`src/rtl/vdx_pkg.sv`:
```
package vdx_pkg;

    // preamble bytes plus the status byte
    localparam int TRS_LEN = 4;

    typedef struct packed {
        logic f;
        logic v;
        logic h;
    } tflags_t;

    typedef enum logic [1:0] {
        PH_CB = 2'd0,
        PH_YA = 2'd1,
        PH_CR = 2'd2,
        PH_YB = 2'd3
    } phase_e;

    // expected protection nibble for a given flag set
    function automatic logic [3:0] prot_bits(tflags_t t);
        return {t.v ^ t.h, t.f ^ t.h, t.f ^ t.v, t.f ^ t.v ^ t.h};
    endfunction

endpackage

```
`src/rtl/vdx_trs_scan.sv`:
```
module vdx_trs_scan #(
    parameter int DATA_W = 8,
    parameter int DEPTH  = vdx_pkg::TRS_LEN
) (
    input  logic              clk,
    input  logic              rst,
    input  logic [DATA_W-1:0] din_a,
    input  logic [DATA_W-1:0] din_b,
    output logic [DATA_W-1:0] exit_a,
    output logic [DATA_W-1:0] exit_b,
    output logic [DATA_W-1:0] status,
    output logic              match
);
    localparam int NZERO = DEPTH - 2;

    logic [DEPTH-1:0][DATA_W-1:0] hist_a;
    logic [DEPTH-1:0][DATA_W-1:0] hist_b;
    logic [NZERO-1:0]             zero_hit;

    always_ff @(posedge clk) begin
        if (rst) begin
            hist_a <= '0;
            hist_b <= '0;
        end else begin
            hist_a <= {hist_a[DEPTH-2:0], din_a};
            hist_b <= {hist_b[DEPTH-2:0], din_b};
        end
    end

    // the middle taps of the window must all be zero
    for (genvar g = 1; g <= NZERO; g++) begin : g_zero
        assign zero_hit[g-1] = (hist_a[g] == '0);
    end

    assign match  = (hist_a[DEPTH-1] == {DATA_W{1'b1}}) && (&zero_hit);
    assign status = hist_a[0];
    assign exit_a = hist_a[DEPTH-1];
    assign exit_b = hist_b[DEPTH-1];

endmodule

```
`src/rtl/vdx_sync_track.sv`:
```
module vdx_sync_track #(
    parameter int DATA_W = 8
) (
    input  logic              clk,
    input  logic              rst,
    input  logic              match,
    input  logic [DATA_W-1:0] status,
    output vdx_pkg::tflags_t  flags,
    output logic              active,
    output logic              trs_err,
    output logic              accept
);
    import vdx_pkg::*;

    localparam int TOP = DATA_W - 1;

    tflags_t    code;
    logic [3:0] prot_rx;
    logic       code_ok;

    assign code    = tflags_t'({status[TOP-1], status[TOP-2], status[TOP-3]});
    assign prot_rx = status[TOP-4 -: 4];
    assign code_ok = status[TOP] && (prot_rx == prot_bits(code));
    assign accept  = match && code_ok;

    always_ff @(posedge clk) begin
        if (rst) begin
            flags   <= '0;
            active  <= 1'b0;
            trs_err <= 1'b0;
        end else begin
            trs_err <= match && !code_ok;
            if (accept) begin
                flags  <= code;
                active <= !code.h && !code.v;
            end
        end
    end


    reject_hold_chk: assert property (@(posedge clk) disable iff (rst)
        trs_err |-> ($stable(flags) && $stable(active)));


    sav_open_chk: assert property (@(posedge clk) disable iff (rst)
        (accept && !code.h && !code.v) |=> active);


    eav_flag_chk: assert property (@(posedge clk) disable iff (rst)
        (accept && code.h) |=> flags.h);

endmodule

```
`src/rtl/vdx_sample_route.sv`:
```
module vdx_sample_route #(
    parameter int DATA_W = 8,
    parameter int DEPTH  = vdx_pkg::TRS_LEN
) (
    input  logic              clk,
    input  logic              rst,
    input  logic              wide,
    input  logic              active,
    input  logic              match,
    input  logic              accept,
    input  logic [DATA_W-1:0] exit_a,
    input  logic [DATA_W-1:0] exit_b,
    output logic [DATA_W-1:0] y_out,
    output logic              y_vld,
    output logic [DATA_W-1:0] cb_out,
    output logic              cb_vld,
    output logic [DATA_W-1:0] cr_out,
    output logic              cr_vld
);
    import vdx_pkg::*;

    localparam int KW = $clog2(DEPTH);

    logic [KW-1:0] kill_cnt;
    phase_e        ph;
    logic          kill, emit, take_y, take_cb, take_cr;

    always_comb begin
        kill    = match || (kill_cnt != '0);
        emit    = active && !kill;
        take_y  = emit && (wide || ph[0]);
        take_cb = emit && (wide ? !ph[0] : (ph == PH_CB));
        take_cr = emit && (wide ?  ph[0] : (ph == PH_CR));
    end

    always_ff @(posedge clk) begin
        if (rst) begin
            kill_cnt <= '0;
            ph       <= PH_CB;
            y_vld    <= 1'b0;
            cb_vld   <= 1'b0;
            cr_vld   <= 1'b0;
            y_out    <= '0;
            cb_out   <= '0;
            cr_out   <= '0;
        end else begin
            if (match)
                kill_cnt <= KW'(DEPTH - 1);
            else if (kill_cnt != '0)
                kill_cnt <= kill_cnt - 1'b1;

            if (accept)
                ph <= PH_CB;
            else if (emit)
                ph <= phase_e'(ph + 2'd1);

            y_vld  <= take_y;
            cb_vld <= take_cb;
            cr_vld <= take_cr;
            if (take_y)  y_out  <= exit_a;
            if (take_cb) cb_out <= wide ? exit_b : exit_a;
            if (take_cr) cr_out <= wide ? exit_b : exit_a;
        end
    end


    trs_mute_chk: assert property (@(posedge clk) disable iff (rst)
        match |=> !(y_vld || cb_vld || cr_vld));


    narrow_onehot_chk: assert property (@(posedge clk) disable iff (rst)
        !$past(wide) |-> $onehot0({y_vld, cb_vld, cr_vld}));


    wide_pair_chk: assert property (@(posedge clk) disable iff (rst)
        ($past(wide) && y_vld) |-> (cb_vld ^ cr_vld));

endmodule

```
`src/rtl/vdx_demux.sv`:
```
module vdx_demux #(
    parameter int DATA_W = 8
) (
    input  logic              clk,
    input  logic              rst,
    input  logic              wide_mode,
    input  logic              pol_h,
    input  logic              pol_v,
    input  logic              pol_f,
    input  logic [DATA_W-1:0] din_a,
    input  logic [DATA_W-1:0] din_b,
    output logic [DATA_W-1:0] y_out,
    output logic              y_vld,
    output logic [DATA_W-1:0] cb_out,
    output logic              cb_vld,
    output logic [DATA_W-1:0] cr_out,
    output logic              cr_vld,
    output logic              h_out,
    output logic              v_out,
    output logic              f_out,
    output logic              trs_err
);
    import vdx_pkg::*;

    logic [DATA_W-1:0] exit_a, exit_b, status;
    logic              match, accept, active;
    tflags_t           flags;

    vdx_trs_scan #(.DATA_W(DATA_W), .DEPTH(TRS_LEN)) u_scan (
        .clk    (clk),
        .rst    (rst),
        .din_a  (din_a),
        .din_b  (din_b),
        .exit_a (exit_a),
        .exit_b (exit_b),
        .status (status),
        .match  (match)
    );

    vdx_sync_track #(.DATA_W(DATA_W)) u_track (
        .clk     (clk),
        .rst     (rst),
        .match   (match),
        .status  (status),
        .flags   (flags),
        .active  (active),
        .trs_err (trs_err),
        .accept  (accept)
    );

    vdx_sample_route #(.DATA_W(DATA_W), .DEPTH(TRS_LEN)) u_route (
        .clk    (clk),
        .rst    (rst),
        .wide   (wide_mode),
        .active (active),
        .match  (match),
        .accept (accept),
        .exit_a (exit_a),
        .exit_b (exit_b),
        .y_out  (y_out),
        .y_vld  (y_vld),
        .cb_out (cb_out),
        .cb_vld (cb_vld),
        .cr_out (cr_out),
        .cr_vld (cr_vld)
    );

    assign h_out = flags.h ^ pol_h;
    assign v_out = flags.v ^ pol_v;
    assign f_out = flags.f ^ pol_f;

endmodule

```
`config.mk`:
```
export PLATFORM = sky130hd
export DESIGN_NAME = vdx_demux
export DESIGN_NICKNAME = d
export VERILOG_FILES = /design/src/rtl/vdx_pkg.sv /design/src/rtl/vdx_trs_scan.sv /design/src/rtl/vdx_sync_track.sv /design/src/rtl/vdx_sample_route.sv /design/src/rtl/vdx_demux.sv
export SDC_FILE = /design/constraint.sdc
export NUM_CORES = 1
export LEC_CHECK = 0
export BUFFER_PORTS_ARGS = -buffer_cell sky130_fd_sc_hd__buf_2
export CAP_MARGIN = 15
export CORE_MARGIN = 10
export CORE_UTILIZATION = 45
export DETAILED_ROUTE_END_ITERATION = 10
export HOLD_SLACK_MARGIN = 0.08
export PLACE_DENSITY = 0.68
export SLEW_MARGIN = 20
export SYNTH_ARGS = -nofsm -noshare
export SYNTH_HDL_FRONTEND = slang
export SYNTH_SLANG_ARGS = --single-unit
```
`constraint.sdc`:
```
create_clock -name clk -period 2.4 [get_ports clk]
set_clock_uncertainty 0.05 [all_clocks]
set_input_delay 0.24 -clock clk [delete_from_list [all_inputs] [get_ports clk]]
set_output_delay 0.24 -clock clk [all_outputs]
set_load 0.01 [all_outputs]
```
Word level (Yosys, flattened, before mapping)
Cells that the tools add are included.
{"block": "totals", "input_bits": 22, "romBits": 0, "mem_bits_rw": 0, "register_bits": 100, "output_inout_bits": 31, "elab_cells": 61, "n_memories": 0, "latch_bits": 0}
{"block": "op_classes", "muxes": 5, "shift": 0, "reduce_logical": 23, "mul": 0, "bitwise_logic": 7, "add_sub_neg": 2, "eq_ne": 3, "div_mod_pow": 0, "order_cmp": 0}
{"operator": "8-bit logical NOT", "n": 2}
{"operator": "1-bit logical AND", "n": 9}
{"operator": "8-bit == test (second input constant)", "n": 1}
{"operator": "8-bit 2-to-1 mux", "n": 1}
{"operator": "1-bit XOR", "n": 7}
{"operator": "1-bit logical NOT", "n": 5}
{"operator": "4-bit == test", "n": 1}
{"operator": "2-bit 2-to-1 mux", "n": 2}
{"operator": "2-bit nonzero test", "n": 2}
{"operator": "2-bit by 1-bit adder with 2-bit output (second input constant)", "n": 1}
{"operator": "2-bit == test (second input constant)", "n": 1}
{"operator": "2-bit logical NOT", "n": 1}
{"operator": "1-bit logical OR", "n": 2}
{"operator": "1-bit 2-to-1 mux", "n": 2}
{"operator": "2-bit AND reduction", "n": 1}
{"operator": "2-bit OR reduction", "n": 1}
{"operator": "2-bit by 1-bit subtractor with 2-bit output (second input constant)", "n": 1}

Depth between registers and ports, before layout
{"block": "depth", "depth_word": 7, "mapped_depth": 7, "ltp_nobuf": 6}

Modules after synthesis
Synthesis repeated with hierarchy kept, for this count alone.
{"block": "unflattened", "cells_unflattened": 351, "area_unflattened_um2": 3743.6}
{"mod": "vdx_trs_scan", "cells_each": 169, "instances": 1, "area_each_um2": 1976.9, "seq_area_each_um2": 1281.2}
{"mod": "vdx_sample_route", "cells_each": 140, "instances": 1, "area_each_um2": 1400.1, "seq_area_each_um2": 620.6}
{"mod": "vdx_sync_track", "cells_each": 39, "instances": 1, "area_each_um2": 340.3, "seq_area_each_um2": 100.1}
{"mod": "vdx_demux", "cells_each": 3, "instances": 1, "area_each_um2": 26.3, "seq_area_each_um2": 0.0}

Worst setup path after synthesis
Ideal clock, no wire load.
{"block": "synth_timing", "path_kind": "register -> register", "from": "register u_scan.hist_a, in the netlist u_scan.status[4]", "to": "register u_track.flags[0] (netlist name)", "stages_incl_launch_ff": 7, "synth_period_minus_slack_ps": 1912, "path_buffers": 0, "setup_time_ps": 123, "required_time_ps": 2227, "arrival_ps": 1738, "path_slack_ps": 488, "path_cell_list": "dfxtp_1 inv_1 ha_1 xnor2_1 nand3_1 a2111o_1 mux2_1"}
{"block": "synth_between", "elab_chain_cells": 4, "elab_cells_between_ends": 6, "cone_classes": "1 x eq/ne; 3 x bitwise; 2 x reduce/logical"}
{"item": "from (decl)", "line": "vdx_trs_scan.sv:16", "rtl": "logic [DEPTH-1:0][DATA_W-1:0] hist_a;"}
{"item": "from (signal assigned)", "line": "vdx_trs_scan.sv:25", "rtl": "hist_a <= {hist_a[DEPTH-2:0], din_a};"}
{"item": "1-bit XOR", "line": "vdx_pkg.sv:21", "rtl": "return {t.v ^ t.h, t.f ^ t.h, t.f ^ t.v, t.f ^ t.v ^ t.h};"}
{"item": "4-bit == test", "line": "vdx_sync_track.sv:23", "rtl": "assign code_ok = status[TOP] && (prot_rx == prot_bits(code));"}
{"item": "1-bit logical AND", "line": "vdx_sync_track.sv:23"}
{"item": "1-bit logical AND", "line": "vdx_sync_track.sv:24", "rtl": "assign accept = match && code_ok;"}
Parallel ways exist; a longest one is shown, timed or not.
A chain may end at the register's enable or synchronous reset.

Final worst setup path
{"block": "layout_timing", "from": "register u_scan.hist_a, in the netlist u_scan.status[4]", "to": "register u_track.flags[0] (netlist name)"}
{"block": "layout_between", "elab_chain_cells": 4, "elab_cells_between_ends": 6, "cone_classes": "1 x eq/ne; 3 x bitwise; 2 x reduce/logical"}
{"item": "1-bit XOR", "line": "vdx_pkg.sv:21"}
{"item": "4-bit == test", "line": "vdx_sync_track.sv:23"}
{"item": "1-bit logical AND", "line": "vdx_sync_track.sv:23"}
{"item": "1-bit logical AND", "line": "vdx_sync_track.sv:24"}
Parallel ways exist; a longest one is shown, timed or not.

==> flow_summary.ini <==
[clock_tree]
path_clk_slew_ns = 0.09
clockBufferDepth = 2
cts_tree = built
cts-root-buf = clkbuf_8
cts_setup_buffers = 0
ctsHoldBuffers = 16
insertion_delay_ns = 0.34
htreeDepth = 3
cts_buffers = 9
cts.sinks = 100
ctsResizeCount = 0

[timing]
fmax_mhz = 488
fin_crit_ns = 2.05
finalWorstSetupSlack_ns = 0.352
worstMarginPinSlew_ns = 0.637
slew_headroom_pct = 57.4
finalSetupViolCount = 0
finalHoldViolCount = 0
timing.hold.ws_ns = 0.212
fin_crit_sh_pct = 85.3
slew_viol_final = 0
rsz0062_at_grt = no
fin_setup_tns_ns = 0

[finish]
area_delta_synth_final_pct = 21.3
diodes = 0
final_core_util_pct = 56.9
final_layout_size_suffix_gt1_share_pct = 23.4
stdcell_count = 483
final_nets = 405
final_area_um2 = 4190

[worst_setup_path]
critical_path.startpoint = u_scan.status[4]
reg2reg_depth = 6
cpMaxStageDelayCell = a2111o_1
end_kind = register
r2r_start = u_scan.status[4]
worstPathRequired_ns = 2.58
r2r_end = u_track.flags[0]
crit_path_start_kind = register
critical_path.max_fanout = 3
critPathKind = reg -> reg
reg2reg_slack_ns = 0.35
max_stage_delay_ns = 0.47
worstPathArrival_ns = 2.22
path_cells = inv_1, ha_1, xnor2_1, nand3_1, a2111o_1, mux2_1
cp-endpoint = u_track.flags[0]

[synthesis]
synth_edf_count = 0
syn_inst = 313
ys.flop_type = dfxtp_1
synth_area_leaders = dfxtp_1, nor2b_1, mux2i_1
yosysMostFrequentCell = dfxtp_1
syn-cell-area_um2 = 3460
synth_nets = 339
async_flop_share_pct = 0
ys_ff_latch = 100
ys_top_cells_by_count = dfxtp_1, nor2b_1, nand2_1, mux2i_1, clkbuf_1
post-synth-top-area-cell = dfxtp_1
synth.distinct_cells = 35
yosysSeqAreaShare_pct = 57.9
yosys_warnings = 0
syn_avg_cell_area_um2 = 11.0
synth_top_cell_area_share_pct = 57.9

[grt]
met1_usage_pct = 12.9
gr-usage-met3_pct = 3.47
grt_overflow_total = 0
track_usage_pct = 10.1
grt_first_pass_wirelength_um = 9650
met2_usage_pct = 15.3
grt_antenna_before_repair = 0
grt_start_max_net_pins = 58
busiest_layer = met2
grt_pass1_vias = 2118

[place]
routabilityCongestion = 0.782
place_inst = 451
dpl_worst_slack_ns = 0.356
dp.final_hpwl_um = 4220
postPlaceCellArea_um2 = 3800
io_buffers = 52

[floorplanning]
die-area_um2 = 11600
fp.dieW_um = 108
ios = 53
rows = 31
die_h_um = 108
initial_utilization_pct = 46.9
core_area_um2 = 7370

[detailed_routing]
drt_iter0_drc = 38
ant_nets = 0
first_pass_iters = 4
wl_per_cell_um = 12.3
wirelength_um = 5960
vias_per_cell = 4.44
vias = 2143
drc_errors = 0

[pwr]
total_power_mw = 3.12
pwr_density_cell_nw_per_um2 = 743
vdd_ir_drop_max_v = 0.000358
power_leakage_nw = 1.86

[status]
status = finished, final reports clean

[job]
maxCapViolCount = 0

[hold_path]
hp-class = in -> reg
worst max-delay path: cells and delay by family, from the launching register on:
kind	cells	cell delay (ns)
fa+ha+maj	1	0.31
flops	1	0.40
simple gates	1	0.15
xor+xnor	1	0.16
compound gates	1	0.47
buf+inv	1	0.08
mux	1	0.33
worst min-delay path by stage:
| stage | start | to | cells after the start |
|---|---|---|---|
| after CTS | rst | u_scan.status[5] | 2 |
| after global placement | u_scan.hist_b[4] | u_scan.hist_b[12] | 1 |
| after floorplan | rst | u_scan.hist_a[14] | 1 |
| after global routing | rst | u_scan.status[5] | 2 |
| final | rst | u_scan.status[6] | 2 |
| after detailed placement | u_scan.hist_b[14] | u_scan.hist_b[22] | 1 |
metal layers:
layer | wire (um) | up-vias
li1 | - | 1150
met1 | 3020 | 944
met2 | 2550 | 45
met3 | 368 | 4
met4 | 25 | 0
met5 | 0 | -
sequential cells by signal, indices dropped and copies added, names as in the netlist:
signal,cells
u_route.cr_vld,1
u_route.cb_vld,1
u_route.ph,2
u_route.y_vld,1
u_scan.hist_b,24
u_route.y_out,8
u_route.cb_out,8
u_track.trs_err,1
u_route.cr_out,8
u_track.flags,3
u_route.kill_cnt,2
u_scan.exit_a,8
u_track.active,1
u_scan.hist_a,16
u_scan.exit_b,8
u_scan.status,8
power breakdown:
| group | total [mW] | switching, mW | internal [mW] |
|---|---|---|---|
| clock | 1.18 | 0.534 | 0.646 |
| sequential | 1.73 | 0.0211 | 1.71 |
| combinational | 0.205 | 0.0933 | 0.111 |
area by class of cell:
class | count | area [um^2]
well taps | 99 | 124
fillers | 659 | 3180
clock buffers | 11 | 151
multi-input cells | 191 | 1370
flip-flops and latches | 100 | 2000
repair buffers | 70 | 435
clock inverters | 5 | 83.8
inverters | 7 | 26.3
kinds of logic after synthesis:
group / after synthesis / share of synthesized area (%)
adders and majority gates: 4 / 1.45
buffers and inverters: 22 / 2.42
muxes: 39 / 11.8
AOI/OAI and AO/OA: 14 / 3.73
and+or+nand+nor: 126 / 20.3
xor gates and xnor gates: 8 / 2.42
DFF: 100 / 57.9
cell usage in the layout (no fill, tap or decap), types with 2 or more instances in the layout:
cell / n
nor2b_1: 66
dlygate4sd3_1: 16
nor4_1: 3
bufinv_16: 2
nand3_1: 2
mux2_1: 3
ha_1: 4
clkbuf_8: 11
inv_1: 7
xor2_1: 6
nor2_1: 2
mux2i_1: 25
buf_4: 2
clkinvlp_4: 2
mux2_2: 11
o2111ai_1: 2
a21oi_1: 3
and3_1: 2
nand2_1: 43
dfxtp_1: 100
nand4_2: 2
buf_2: 52
o211ai_2: 2
Power figures use the tool's default switching activity.
